===== src/rtl/dbgreg_pkg.sv =====
package dbgreg_pkg;
  localparam int unsigned BYTE_W    = 8;
  localparam int unsigned SEL_W     = 2;
  localparam int unsigned MID_W     = 3;
  localparam int unsigned CTL_OFS   = 32'h20;
  localparam int unsigned WIN_BASE  = 32'h28;
  localparam int unsigned WIN_BYTES = 8;
  localparam int unsigned IDX_W     = $clog2(WIN_BYTES);

  // control byte bit positions
  localparam int unsigned B_ARM    = 7;
  localparam int unsigned B_TRIG   = 6;
  localparam int unsigned B_MID_HI = 5;
  localparam int unsigned B_MID_LO = 3;
  localparam int unsigned B_RSV    = 2;
  localparam int unsigned B_SEL_HI = 1;

  // window byte indices
  localparam int unsigned W_CTL   = 0;
  localparam int unsigned W_AHI   = 1;
  localparam int unsigned W_AMID  = 2;
  localparam int unsigned W_ALO   = 3;
  localparam int unsigned W_DHI   = 4;
  localparam int unsigned W_DLO   = 5;
  localparam int unsigned W_MHI   = 6;
  localparam int unsigned W_MLO   = 7;

  // lock rule: the enable field follows the write only when unarmed before it
  function automatic logic [MID_W-1:0] mid_next(input logic [MID_W-1:0] old_mid,
                                                input logic arm_before,
                                                input logic [BYTE_W-1:0] wdata);
    return arm_before ? old_mid : wdata[B_MID_HI:B_MID_LO];
  endfunction

  // read image of the control byte; trigger and reserved bits read 0
  function automatic logic [BYTE_W-1:0] ctl_image(input logic arm,
                                                  input logic [MID_W-1:0] mid,
                                                  input logic [SEL_W-1:0] sel);
    return {arm, 1'b0, mid, 1'b0, sel};
  endfunction
endpackage


===== src/rtl/dbgreg_decode.sv =====
module dbgreg_decode
  import dbgreg_pkg::*;
#(
  parameter int unsigned ADDR_W = 8
) (
  input  logic [ADDR_W-1:0] addr,
  input  logic              we,
  output logic              hit_ctl,
  output logic              hit_win,
  output logic [IDX_W-1:0]  win_idx,
  output logic              ctl_wr,
  output logic              win_wr
);
  logic [ADDR_W-1:0] rel;

  assign rel     = addr - ADDR_W'(WIN_BASE);
  assign hit_ctl = (addr == ADDR_W'(CTL_OFS));
  assign hit_win = (rel < ADDR_W'(WIN_BYTES));
  assign win_idx = rel[IDX_W-1:0];
  assign ctl_wr  = we && hit_ctl;
  assign win_wr  = we && hit_win;
endmodule


===== src/rtl/dbgreg_ctl.sv =====
module dbgreg_ctl
  import dbgreg_pkg::*;
(
  input  logic              clk,
  input  logic              rst_n,
  input  logic              ctl_wr,
  input  logic [BYTE_W-1:0] wdata,
  output logic              armed,
  output logic [MID_W-1:0]  mid,
  output logic [SEL_W-1:0]  sel,
  output logic              trig_pulse,
  output logic [BYTE_W-1:0] rd_byte
);
  logic             arm_q;
  logic [MID_W-1:0] mid_q;
  logic [SEL_W-1:0] sel_q;
  logic             trig_q;
  logic             unused_rsv;

  assign unused_rsv = wdata[B_RSV];

  always_ff @(posedge clk) begin
    if (!rst_n) begin
      arm_q  <= 1'b0;
      mid_q  <= '0;
      sel_q  <= '0;
      trig_q <= 1'b0;
    end else begin
      trig_q <= ctl_wr && wdata[B_TRIG];
      if (ctl_wr) begin
        arm_q <= wdata[B_ARM];
        sel_q <= wdata[B_SEL_HI:0];
        mid_q <= mid_next(mid_q, arm_q, wdata);
      end
    end
  end

  assign armed      = arm_q;
  assign mid        = mid_q;
  assign sel        = sel_q;
  assign trig_pulse = trig_q;
  assign rd_byte    = ctl_image(arm_q, mid_q, sel_q);

  // an armed write never alters the enable field
  p_lock_hold_r5: assert property (@(posedge clk) disable iff (!rst_n)
    (arm_q && ctl_wr) |=> $stable(mid_q));

  // arm and selector follow every control write
  p_free_bits_r4: assert property (@(posedge clk) disable iff (!rst_n)
    ctl_wr |=> (arm_q == $past(wdata[B_ARM])) && (sel_q == $past(wdata[B_SEL_HI:0])));

  // a pulse is always caused by a trigger write on the previous edge
  p_trig_cause_r3: assert property (@(posedge clk) disable iff (!rst_n)
    trig_q |-> $past(ctl_wr && wdata[B_TRIG]));
endmodule


===== src/rtl/dbgreg_bank.sv =====
module dbgreg_bank
  import dbgreg_pkg::*;
(
  input  logic              clk,
  input  logic              rst_n,
  input  logic              wr_en,
  input  logic [IDX_W-1:0]  idx,
  input  logic [BYTE_W-1:0] wdata,
  output logic [BYTE_W-1:0] rd_byte,
  output logic [BYTE_W-1:0] f_ctl,
  output logic [3*BYTE_W-1:0] f_addr,
  output logic [2*BYTE_W-1:0] f_data,
  output logic [2*BYTE_W-1:0] f_mask
);
  logic [WIN_BYTES-1:0][BYTE_W-1:0] mem_q;

  always_ff @(posedge clk) begin
    if (!rst_n) begin
      mem_q <= '0;
    end else if (wr_en) begin
      mem_q[idx] <= wdata;
    end
  end

  assign rd_byte = mem_q[idx];
  assign f_ctl   = mem_q[W_CTL];
  assign f_addr  = {mem_q[W_AHI], mem_q[W_AMID], mem_q[W_ALO]};
  assign f_data  = {mem_q[W_DHI], mem_q[W_DLO]};
  assign f_mask  = {mem_q[W_MHI], mem_q[W_MLO]};

  // a bank that is not written keeps every byte
  p_bank_hold_r6: assert property (@(posedge clk) disable iff (!rst_n)
    !wr_en |=> $stable(mem_q));
endmodule


===== src/rtl/dbgreg_top.sv =====
module dbgreg_top
  import dbgreg_pkg::*;
#(
  parameter int unsigned ADDR_W    = 8,
  parameter int unsigned NUM_BANKS = 4
) (
  input  logic                          clk,
  input  logic                          rst_n,
  input  logic [ADDR_W-1:0]             bus_addr,
  input  logic                          bus_we,
  input  logic [BYTE_W-1:0]             bus_wdata,
  output logic [BYTE_W-1:0]             bus_rdata,
  output logic                          dbg_armed,
  output logic                          dbg_trig,
  output logic                          copro_bp_en,
  output logic                          monitor_en,
  output logic                          brk_en,
  output logic [SEL_W-1:0]              bank_sel,
  output logic [NUM_BANKS*BYTE_W-1:0]   cmp_ctl,
  output logic [NUM_BANKS*3*BYTE_W-1:0] cmp_addr,
  output logic [NUM_BANKS*2*BYTE_W-1:0] cmp_data,
  output logic [NUM_BANKS*2*BYTE_W-1:0] cmp_mask
);
  logic              hit_ctl, hit_win, ctl_wr, win_wr;
  logic [IDX_W-1:0]  win_idx;
  logic [MID_W-1:0]  mid;
  logic [SEL_W-1:0]  sel;
  logic              armed;
  logic [BYTE_W-1:0] ctl_rd;
  logic [BYTE_W-1:0] bank_rd [NUM_BANKS];
  logic [BYTE_W-1:0] win_rd;

  dbgreg_decode #(.ADDR_W(ADDR_W)) u_dec (
    .addr(bus_addr), .we(bus_we), .hit_ctl(hit_ctl), .hit_win(hit_win),
    .win_idx(win_idx), .ctl_wr(ctl_wr), .win_wr(win_wr)
  );

  dbgreg_ctl u_ctl (
    .clk(clk), .rst_n(rst_n), .ctl_wr(ctl_wr), .wdata(bus_wdata),
    .armed(armed), .mid(mid), .sel(sel), .trig_pulse(dbg_trig), .rd_byte(ctl_rd)
  );

  for (genvar k = 0; k < NUM_BANKS; k++) begin : g_bank
    logic bank_wr;
    assign bank_wr = win_wr && !armed && (sel == SEL_W'(k));
    dbgreg_bank u_bank (
      .clk(clk), .rst_n(rst_n), .wr_en(bank_wr), .idx(win_idx), .wdata(bus_wdata),
      .rd_byte(bank_rd[k]),
      .f_ctl (cmp_ctl [k*BYTE_W   +: BYTE_W]),
      .f_addr(cmp_addr[k*3*BYTE_W +: 3*BYTE_W]),
      .f_data(cmp_data[k*2*BYTE_W +: 2*BYTE_W]),
      .f_mask(cmp_mask[k*2*BYTE_W +: 2*BYTE_W])
    );
  end

  always_comb begin
    win_rd = '0;
    for (int k = 0; k < NUM_BANKS; k++) begin
      if (sel == SEL_W'(k)) win_rd = bank_rd[k];
    end
  end

  assign bus_rdata   = hit_ctl ? ctl_rd : (hit_win ? win_rd : '0);
  assign dbg_armed   = armed;
  assign copro_bp_en = mid[2];
  assign monitor_en  = mid[1];
  assign brk_en      = mid[0];
  assign bank_sel    = sel;

  // an armed window write leaves every comparator field untouched
  p_armed_window_r7: assert property (@(posedge clk) disable iff (!rst_n)
    (armed && win_wr) |=> $stable({cmp_ctl, cmp_addr, cmp_data, cmp_mask}));

  // offsets outside the control byte and the window read as zero
  p_unmapped_zero_r9: assert property (@(posedge clk) disable iff (!rst_n)
    (!hit_ctl && !hit_win) |-> (bus_rdata == '0));

  // trigger and reserved positions never read back as 1
  p_ctl_blank_bits_r2: assert property (@(posedge clk) disable iff (!rst_n)
    hit_ctl |-> (bus_rdata[B_TRIG] == 1'b0) && (bus_rdata[B_RSV] == 1'b0));
endmodule


===== config.mk =====
export PLATFORM = sky130hd
export DESIGN_NAME = dbgreg_top
export DESIGN_NICKNAME = d
export VERILOG_FILES = /design/src/rtl/dbgreg_pkg.sv /design/src/rtl/dbgreg_decode.sv /design/src/rtl/dbgreg_ctl.sv /design/src/rtl/dbgreg_bank.sv /design/src/rtl/dbgreg_top.sv
export SDC_FILE = /design/constraint.sdc
export NUM_CORES = 1
export LEC_CHECK = 0
export CORE_MARGIN = 2
export CORE_UTILIZATION = 58
export CTS_CLUSTER_DIAMETER = 60
export CTS_CLUSTER_SIZE = 25
export DETAILED_ROUTE_END_ITERATION = 10
export DONT_BUFFER_PORTS = 1
export PLACE_DENSITY_LB_ADDON = 0.25
export SYNTH_ARGS = -nofsm -noshare
export SYNTH_HDL_FRONTEND = slang
export SYNTH_SLANG_ARGS = --single-unit

===== constraint.sdc =====
create_clock -name clk -period 2.1 [get_ports clk]
set_input_delay 0.21 -clock clk [delete_from_list [all_inputs] [get_ports clk]]
set_output_delay 0.21 -clock clk [all_outputs]
set_load 0.02 [all_outputs]

Word level (Yosys, flattened, before mapping)
Cells that the tools add are included.
Cells by class
  add/sub/neg operators: 1
  $lt $le $gt $ge: 3
  equal/unequal tests: 4
  mux-type cells: 20
  bitwise operators: 1
  reductions and logical operators: 12
Operators with widths (number)
  $bwmux W64: 4
  $bmux W8 S3: 4
  $mux W8: 11
  $demux W8 S3: 1
  $logic_and A1 B1 Y1: 9
  $eq A8 B6 Y1 const B: 1
  $lt A8 B4 Y1 const B: 1
  $sub A8 B6 Y8 const B: 1
  $eq A2 B2 Y1 const B: 2
  $lt A3 B4 Y1 const B: 1
  $ge A3 B1 Y1 const B: 1
  $eq A2 B1 Y1 const B: 1
  $logic_not A2 Y1: 1
  $reduce_and A2 Y1: 1
  $logic_not A1 Y1: 1
  $not A1 Y1: 1
Storage, ports and cells
  flip-flop bits (word level): 263
  bits of input ports: 19
  output and inout port bits: 271
  logic and storage cells: 77

Logic depth before layout (Yosys ltp)
Gate-level depths: netlist (run 1).
  depth in word-level cells: 9
  gate-level depth with buffers: 10
  depth with buffers taken out: 7

Modules after synthesis
From an unflattened synthesis (run 1), not the netlist that was laid out.
Unflattened totals
  cells, all modules: 1316
  area total of the unflattened synthesis: 13112.6 sq um
By module, submodules not included
  dbgreg_bank (g_bank[0].u_bank ...): instances 3, cells each 309, area each 3095.5 sq um, seq. area each 1281.2 sq um
  dbgreg_bank (g_bank[3].u_bank): instances 1, cells each 314, area each 3055.4 sq um, seq. area each 1281.2 sq um
  dbgreg_top: instances 1, cells each 25, area each 327.8 sq um, seq. area each 0.0 sq um
  dbgreg_ctl: instances 1, cells each 34, area each 326.6 sq um, seq. area each 140.1 sq um
  dbgreg_decode: instances 1, cells each 16, area each 116.4 sq um, seq. area each 0.0 sq um

Worst setup path before layout (run 1)
OpenSTA, ideal clock, no wires.
  kind: input port to output port
  from: in bus_addr[3]
  to: out bus_rdata[4]
  arrival time: 2083 ps
  required time: 1890 ps
  slack: -193 ps
  stages: 7
  buffers on the path: 1
  cell sequence: inv_1 > ha_1 > or3b_1 > buf_2 > a21oi_1 > o21ai_0 > o31ai_1
On the way
  word-level cells in the longest chain between the ends: 4
  elaborated cells on any way between the ends: 5
  those cells by class: add/sub (1); order compare (1); eq/ne (1); mux (2)
Ends and longest elaborated chain
  from (decl): line dbgreg_top.sv:9  | input logic [ADDR_W-1:0] bus_addr,
  $sub A8 B6 Y8: line dbgreg_decode.sv:16  | assign rel = addr - ADDR_W'(WIN_BASE);
  $lt A8 B4 Y1: line dbgreg_decode.sv:18  | assign hit_win = (rel < ADDR_W'(WIN_BYTES));
  $mux W8: line dbgreg_top.sv:63  | assign bus_rdata = hit_ctl ? ctl_rd : (hit_win ? win_rd : '0);
  $mux W8 (*): line dbgreg_top.sv:63
  to (decl): line dbgreg_top.sv:12  | output logic [BYTE_W-1:0] bus_rdata,
Every way passes the cells marked *; elsewhere a longest branch is shown, timed or not.

Final worst setup path (run 1)
  from: reg g_bank[2].u_bank.mem_q (netlist bit g_bank[2].u_bank.f_data[6])
  to: out bus_rdata[6]
On the way
  word-level cells in the longest chain between the ends: 6
Ends and longest elaborated chain
  from (decl): line dbgreg_bank.sv:15  | logic [WIN_BYTES-1:0][BYTE_W-1:0] mem_q;
  from (signal, indexed assignment): line dbgreg_bank.sv:21  | mem_q[idx] <= wdata;
  $bmux W8 S3: line dbgreg_bank.sv:25  | assign rd_byte = mem_q[idx];
  $mux W8 (implied by the code): line dbgreg_bank.sv:25
  $mux W8 (2 in a row): line dbgreg_top.sv:59  | if (sel == SEL_W'(k)) win_rd = bank_rd[k];
  $mux W8 (2 in a row): line dbgreg_top.sv:63
No other way between the ends. The select of a mux whose other input is x is not followed.

==> summary.md, run 1 <==
| Metric | Value |
|---|---|
| Status | complete, but fails checks |
| Violated checks | hold timing, setup timing |
| Fin worst setup slack | -0.3577 ns |
| Layout fillers | approximately 1600 |
| Fmax | slightly above 0.4 GHz |
| CTS root buffer | clkbuf_16 |
| Synth Area in Compound Gates | ~20% |
| Initial core utilization | between 50% and 60% |
| PD cells | 626.0 nW/µm² |
| Count of cell types in the netlist | 60 |
| Endpoint class of the critical path | output port |
| Total gr overflow | 0 |
| Share of layout cells above drive strength 1 | between 20 and 30% |
| Critical Path Most Common Cell | mux4_2 |
| Post-layout power | roughly 10000 µW |
| Initial antenna violation count | 1 |
| Crit path required time | about 1.9 ns |
| Final Hold Violating Endpoints | slightly above 100 |
| Min-delay src | rst_n |
| Synth Area in Simple Gates | slightly below 20% |
| CP top delay family | multiplexers |
| # IOs | 290 |
| Yosys reg bits | between 200 and 300 |
| Tot GR Track Use | about two fifths |
| CP max FO | 2 |
| ANT nets after route | 0 |
| Commonest non-fill, non-tap cell in the layout | dfxtp_1 |
| First DRT Iteration DRCs | about 1600 |
| Chip height | ~150 µm |
| # nets final | about 1600 |
| WHS | -0.1677 ns |
| Clock slew at reported path FFs | about 0.08 ns |
| Post-Syn Nets | 1440 |
| Initial DRT Pass Iterations | 5 |
| Clk sink count | 263 |
| Fin crit period | between 2 and 2.5 ns |
| CP max stage cell | mux4_2 |
| Detail Placement HPWL | approximately 32 mm |
| Layout area overhead | 25.00% |
| Global-route wire length before repair | slightly above 70 mm |
| Synth Instances | 1420 |
| RSZ-0062 raised after global routing | yes |
| Pin count of the biggest net entering global routing | roughly 260 |
| Final Skew | about 0.017 ns |
| Clock Path Buffers | 3 |
| Maximum single-stage delay on the critical path | roughly 0.55 ns |
| VDD IR-drop max | around 0.00056 V |
| Reg2reg setup slack | 0.06 ns |
| Cell area after layout | between 15000 and 20000 µm² |
| H-tree depth | 1 |
| Synth Area per Inst | roughly 9 µm² |
| Leakage | between 0.005 and 0.006 µW |
| Antenna Cells | 0 |
| Sequential-to-total area share from yosys stat | between 40% and 50% |
| Crit path buffers/inverters | 1 |
| Hold path endpoint | g_bank[2].u_bank.f_data[7] |
| Number of synthesized flops with an enable pin | 0 |
| MaxCap Viol Count | 0 |
| Inserted Clock Buffers | 22 |
| Pins Over Slew Limit | 0 |
| FF-to-FF path depth | 7 |
| RD Place Congestion | just over 1 |
| Crit Path Class | flop to output port |
| XOR/XNOR Fraction of Synth Area | 0% |
| CP Cell Sequence | mux4_2, mux4_2, nand3_2, o21ai_2, buf_6 |
| Slew HR | between 50% and 60% |
| Mapped Area | 12750 µm² |
| Type of origin of the critical path | flop |
| Post-synth top area cell | dfxtp_1 |
| Worst-Skew Late Latency | between 0.5 and 0.6 ns |
| Final Cycle Share | 117.0% |
| Top cells by area, synth | dfxtp_1, a21boi_0, mux2i_1 |
| Worst reg2reg path startpoint | u_ctl.armed |
| Crit path DAT | 2.25 ns |
| Chip width | ~150 µm |
| Synth top area share | roughly two fifths |
| Vias per std cell | about 6.5 |
| Post-placement cell area | roughly 14000 µm² |
| CTS tree | yes |
| Post-synthesis mux area share | 14.36% |
| Syn. warnings | 0 |
| Post-synth top flop | dfxtp_1 |
| DRT Wirelength | 47.82 mm |
| Vias in the first global route | 11335 |
| Hold path cells | 1 |
| DR DRC count | 0 |
| Core area | 21690 µm² |
| Number of buffers added on ports | 0 |
| Final setup vio count | 8 |
| Row cnt | 54 |
| Setup tns final | -1.592 ns |
| Routed len/inst | around 26 µm |
| Largest family of logic cells by synthesized area | compound AO/OA/AOI/OAI gates |
| DIE AREA | between 20000 and 25000 µm² |
| RR Endpoint | g_bank[3].u_bank.f_data[3] |
| Post-Synth Adder-Cell Area | less than 1% |
| Routed vias | around 12000 |
| Hold WC Path Type | primary input to flop |
| Post-synthesis async set-or-reset flop share | 0% |
| Most frequent cells in the layout | dfxtp_1, nand2_1, buf_4 |
| Slew @ Worst Pin | between 0.6 and 0.7 ns |
[synthesized netlist by cell type (3+ instances only)]
| cell | count |
|---|---|
| dfxtp_1 | 263 |
| nand2_1 | 217 |
| a21boi_0 | 160 |
| nand3_1 | 137 |
| mux2i_1 | 111 |
| clkbuf_1 | 91 |
| nor2b_1 | 89 |
| o21ai_0 | 71 |
| buf_2 | 33 |
| o22ai_1 | 23 |
| mux4_2 | 22 |
| mux2_2 | 20 |
| nor2_1 | 20 |
| a21boi_1 | 19 |
| o221ai_1 | 17 |
| a21oi_1 | 13 |
| nand2b_1 | 11 |
| inv_1 | 9 |
| buf_1 | 8 |
| a2bb2oi_1 | 6 |
| nor3_4 | 6 |
| a31oi_1 | 5 |
| a221oi_1 | 4 |
| o2111ai_1 | 4 |
| a2111oi_4 | 3 |
| a22oi_1 | 3 |
| buf_4 | 3 |
| nand3b_1 | 3 |
| o211ai_1 | 3 |
| o221a_2 | 3 |
| o22a_1 | 3 |
| o31ai_1 | 3 |
[logic make-up (layout without fill, tap and decap cells)]
kind of cell / after synthesis / after routing
AOI/OAI and AO/OA: 355 / 355
DFF: 263 / 263
adders and majority gates: 1 / 1
and+or+nand+nor: 503 / 503
muxes: 153 / 153
buffers and inverters: 145 / 302
[layer usage]
| layer | GRT usage (%) | vias up | wire length, µm |
|---|---|---|---|
| met5 | 0 | - | 0 |
| met4 | 14.51 | 0 | 1998 |
| met3 | 13.40 | 136 | 6807 |
| met2 | 59.52 | 828 | 20710 |
| met1 | 53.30 | 5765 | 18310 |
| li1 | - | 5344 | - |
[through the flow]
stage          util, %  hold WS [ns]  cells  setup WS [ns]
3_3_place_gp     66.48        0.3580   1787       -0.08415
6_report         73.50       -0.1677   1857        -0.3577
5_1_grt          73.50       -0.1898   1857        -0.3674
2_1_floorplan        -        0.3795   1420      -0.003312
3_5_place_dp     66.48        0.3607   1787        -0.1399
4_1_cts          72.91       -0.1877   1856        -0.3594
[cell type report]
class | count | area, µm² | share of cell area [%]
clock buffer | 25 | 593.1 | 3.720
multi-input combinational | 1012 | 7222 | 45.30
timing repair buffer | 253 | 2233 | 14.01
clock inverter | 15 | 178.9 | 1.122
sequential | 263 | 5330 | 33.44
tap | 280 | 350.3 | 2.198
inverter | 9 | 33.78 | 0.2119
[worst max path at each step]
stage | start | to | slack, ns | depth (start not counted)
3_5_place_dp | bus_addr[3] | g_bank[2].u_bank.f_ctl[3] | -0.14 | 9
3_3_place_gp | bus_addr[3] | g_bank[3].u_bank.f_data[15] | -0.08 | 9
4_1_cts | g_bank[3].u_bank.f_mask[6] | bus_rdata[6] | -0.36 | 5
6_report | g_bank[2].u_bank.f_data[6] | bus_rdata[6] | -0.36 | 5
5_1_grt | g_bank[3].u_bank.f_mask[6] | bus_rdata[6] | -0.37 | 5
2_1_floorplan | bus_addr[0] | bus_rdata[4] | -0.003 | 9
[power by group]
part	total, µW	internal, µW	switching [µW]
Sequential	4980	4980	2.74
Combinational	585	247	338
Clock	4410	2190	2220
Total	9980	7410	2560
[what timing repair did]
item                                    4_1_cts  5_1_grt
buffers inserted                              5        1
resized for setup                            83       35
hold endpoints to repair                    263      250
endpoints found under the setup margin        8       15
pin swaps                                    27       10
hold buffers                                 24        1
[sequential cells by signal (all words and copies together) (netlist names)]
| register | cells |
|---|---|
| g_bank.u_bank.f_data | 64 |
| g_bank.u_bank.f_addr | 96 |
| g_bank.u_bank.f_mask | 64 |
| g_bank.u_bank.f_ctl | 32 |
| u_ctl.armed | 1 |
| u_ctl.sel | 2 |
| u_ctl.trig_pulse | 1 |
| u_ctl.mid | 3 |
Power figures use the tool's default switching activity.
==> inputs of run 2 (changes only) <==
--- a/config.mk
+++ b/config.mk
@@ -14,4 +14,5 @@
 export PLACE_DENSITY_LB_ADDON = 0.25
 export SYNTH_ARGS = -nofsm -noshare
 export SYNTH_HDL_FRONTEND = slang
+export SYNTH_HIERARCHICAL = 1
 export SYNTH_SLANG_ARGS = --single-unit
==> run 2 against run 1 <==
Compared with the run above:
- the flow still finishes with violations (hold timing, setup timing)
- sequential cell count is the same
- critical endpoint unchanged
- maximum frequency fell by 8.1%
- combinational power is 42% lower
- critical path type unchanged
- routed wire length decreased by 14%
- hold slack got worse by 0.028 ns
- final cell count is 0.11% higher
==> summary.md, run 2 <==
| Metric | Value |
|---|---|
| Max reg flops | 96 |
| Final Skew | approximately 0.017 ns |
| Clock power frac | between 40% and 50% |
| VDD IR-drop max | between 0.0007 and 0.0008 V |
| Fin cells | around 1900 |
| Sequential cell area | roughly 5300 µm² |
| Number of synthesized flops with an enable pin | 0 |
| Post-Synth Adder-Cell Area | less than 1% |
| Post-synth top flop | dfxtp_1 |
| Share of layout cells above drive strength 1 | 34.05% |
| Number of buffers added on ports | 0 |
| Most frequent cells in the layout | nand2_1, buf_4, dfxtp_1 |
| Cell area after layout | approximately 17000 µm² |
| Endpoint class of the critical path | output port |
| Synth top area share | between 40% and 50% |
| Chip width | between 150 and 200 µm |
| # nets final | ~1600 |
| Crit Path Class | flop to output port |
| Initial core utilization | 58.45% |
| Pins Over Slew Limit | 0 |
| # IOs | 290 |
| Synth Area in Simple Gates | 21.01% |
| CP max FO | 2 |
| Crit path required time | approximately 1.9 ns |
| Switch Pwr | between 2000 and 3000 µW |
| Post-synthesis async set-or-reset flop share | 0% |
| Synth Instances | 1316 |
| XOR/XNOR Fraction of Synth Area | 0% |
| Flop pwr share | between 50% and 60% |
| Fin crit period | around 2.7 ns |
| CP Cell Sequence | mux4_2, mux2_2, mux4_2, a22o_1, buf_6 |
| Fin worst setup slack | -0.5746 ns |
| DIE AREA | around 24000 µm² |
| Worst-Skew Late Latency | roughly 0.55 ns |
| Commonest non-fill, non-tap cell in the layout | nand2_1 |
| CP top delay family | multiplexers |
| Type of origin of the critical path | flop |
| Synth top cells by count | nand2_1, dfxtp_1, a21boi_0 |
| Count leader, synth | nand2_1 |
| Antenna Cells | 0 |
| Initial antenna violation count | 0 |
| Final Cycle Share | 127.4% |
| Initial DRT Pass Iterations | 5 |
| Hold WC Path Type | primary input to flop |
| Clock slew at reported path FFs | 0.09 ns |
| Core area | 22430 µm² |
| DR DRC count | 0 |
| Post-placement cell count | about 1800 |
| Routed len/inst | approximately 22 µm |
| Global-route wire length before repair | around 63 mm |
| Final setup vio count | 8 |
| WHS | -0.1952 ns |
| Critical Path Most Common Cell | mux4_2 |
| Leakage | ~0.0064 µW |
| Switch share | roughly a quarter |
| Layout area overhead | 27.35% |
| Largest family of logic cells by synthesized area | multiplexers |
| Maximum single-stage delay on the critical path | around 0.5 ns |
| Status | complete, but fails checks |
| Synth Area in Compound Gates | ~11% |
| Final Hold Violating Endpoints | 151 |
| Layout fillers | around 1600 |
| Violated checks | hold timing, setup timing |
| MaxCap Viol Count | 0 |
| Synth Area per Inst | 9.964 µm² |
| Post-placement cell area | between 15000 and 20000 µm² |
| Placement Setup Slack | -0.5363 ns |
| Crit path buffers/inverters | 1 |
| Chip height | 154.4 µm |
| Final core utilization | 74.43% |
| Internal power | between 7000 and 8000 µW |
| Vias per std cell | a little under 6 |
| Fmax | around 0.37 GHz |
| Syn. warnings | 6 |
| H-tree depth | 1 |
| CP max stage cell | mux4_2 |
| Mapped Area | roughly 13000 µm² |
| Clk sink count | around 260 |
| PD cells | roughly 600 nW/µm² |
| Multi-input combinational cell area | 7199 µm² |
| Tot GR Track Use | approximately a third |
| Vias in the first global route | about 11000 |
| CTS root buffer | clkbuf_16 |
| Pin count of the biggest net entering global routing | ~270 |
| Sequential-to-total area share from yosys stat | approximately two fifths |
| DRT Wirelength | 41.26 mm |
| Post-synthesis mux area share | roughly 22% |
| Detail Placement HPWL | roughly 26 mm |
| Top cells by area, synth | dfxtp_1, mux4_2, nand2_1 |
| Post-synth top area cell | dfxtp_1 |
| Clock Path Buffers | 3 |
| RD Place Congestion | about 0.87 |
| ANT nets after route | 0 |
| Comb power frac | about 3.4% |
| Yosys reg bits | around 260 |
| Crit path DAT | roughly 2.5 ns |
| Inserted Clock Buffers | 23 |
| Total gr overflow | 0 |
| Count of cell types in the netlist | just under 50 |
| Routed vias | about 11000 |
| CTS tree | yes |
| Row cnt | between 50 and 60 |
| First DRT Iteration DRCs | 797 |
| RSZ-0062 raised after global routing | yes |
[run 2: per-stage QoR]
step	total power [µW]	setup TNS [ns]
CTS	9971	-4.305
global placement	5290	-86.40
global route	10220	-4.550
floorplan	5563	-21.05
detailed placement	5291	-96.29
finish	9939	-4.247
[run 2: layer usage]
layer | GRT usage (%) | routed length (µm) | vias to the layer above
li1 | - | - | 5038
met1 | 41.28 | 16310 | 5288
met2 | 56.69 | 20140 | 384
met3 | 9.078 | 3542 | 79
met4 | 11.07 | 1272 | 0
met5 | 0 | 0 | -
[run 2: cell families (layout without fill, tap and decap cells)]
kind of cell / count (synthesis) / in the layout
AOI/OAI and AO/OA: 187 / 187
adders and majority gates: 1 / 1
buffers and inverters: 147 / 404
DFF: 263 / 263
muxes: 202 / 202
other: 1 / 2
and+or+nand+nor: 515 / 515
[run 2: what timing repair did]
action / in CTS / in global routing
resized for setup: 18 / 10
pin swaps: 1 / 3
endpoints found under the setup margin: 8 / 31
hold buffers: 18 / 2
endpoints found under the hold margin: 263 / 186
gates cloned: 0 / 0
buffers inserted: 1 / 0
[run 2: power by group through the flow]
stage / clock (µW) / sequential, µW / combinational (µW)
after global routing: 4890 / 4990 / 345
after detailed placement: 0 / 5100 / 189
after global placement: 0 / 5100 / 188
after CTS: 4660 / 4980 / 330
after floorplan: 0 / 5100 / 459
final: 4620 / 4980 / 339
[run 2: layout make-up]
cell class	instances	share of cell area, %
well taps	285	2.135
flip-flops and latches	263	31.63
clock buffers	23	3.447
clock inverters	19	1.499
repair buffers	359	17.99
inverters	3	0.1873
multi-input cells	907	43.11
[run 2: final timing paths]
kind	startpoint	endpoint	slack, ns	cells past startpoint
setup / recovery	g_bank[1].u_bank/f_addr[6]	bus_rdata[6]	-0.57	5
hold / removal	rst_n	g_bank[2].u_bank/f_data[15]	-0.20	1
setup reg to reg	u_ctl/mid[2]	u_ctl/mid[2]	0.09	4
hold reg to reg	g_bank[3].u_bank/f_mask[13]	g_bank[3].u_bank/f_mask[13]	0.59	2
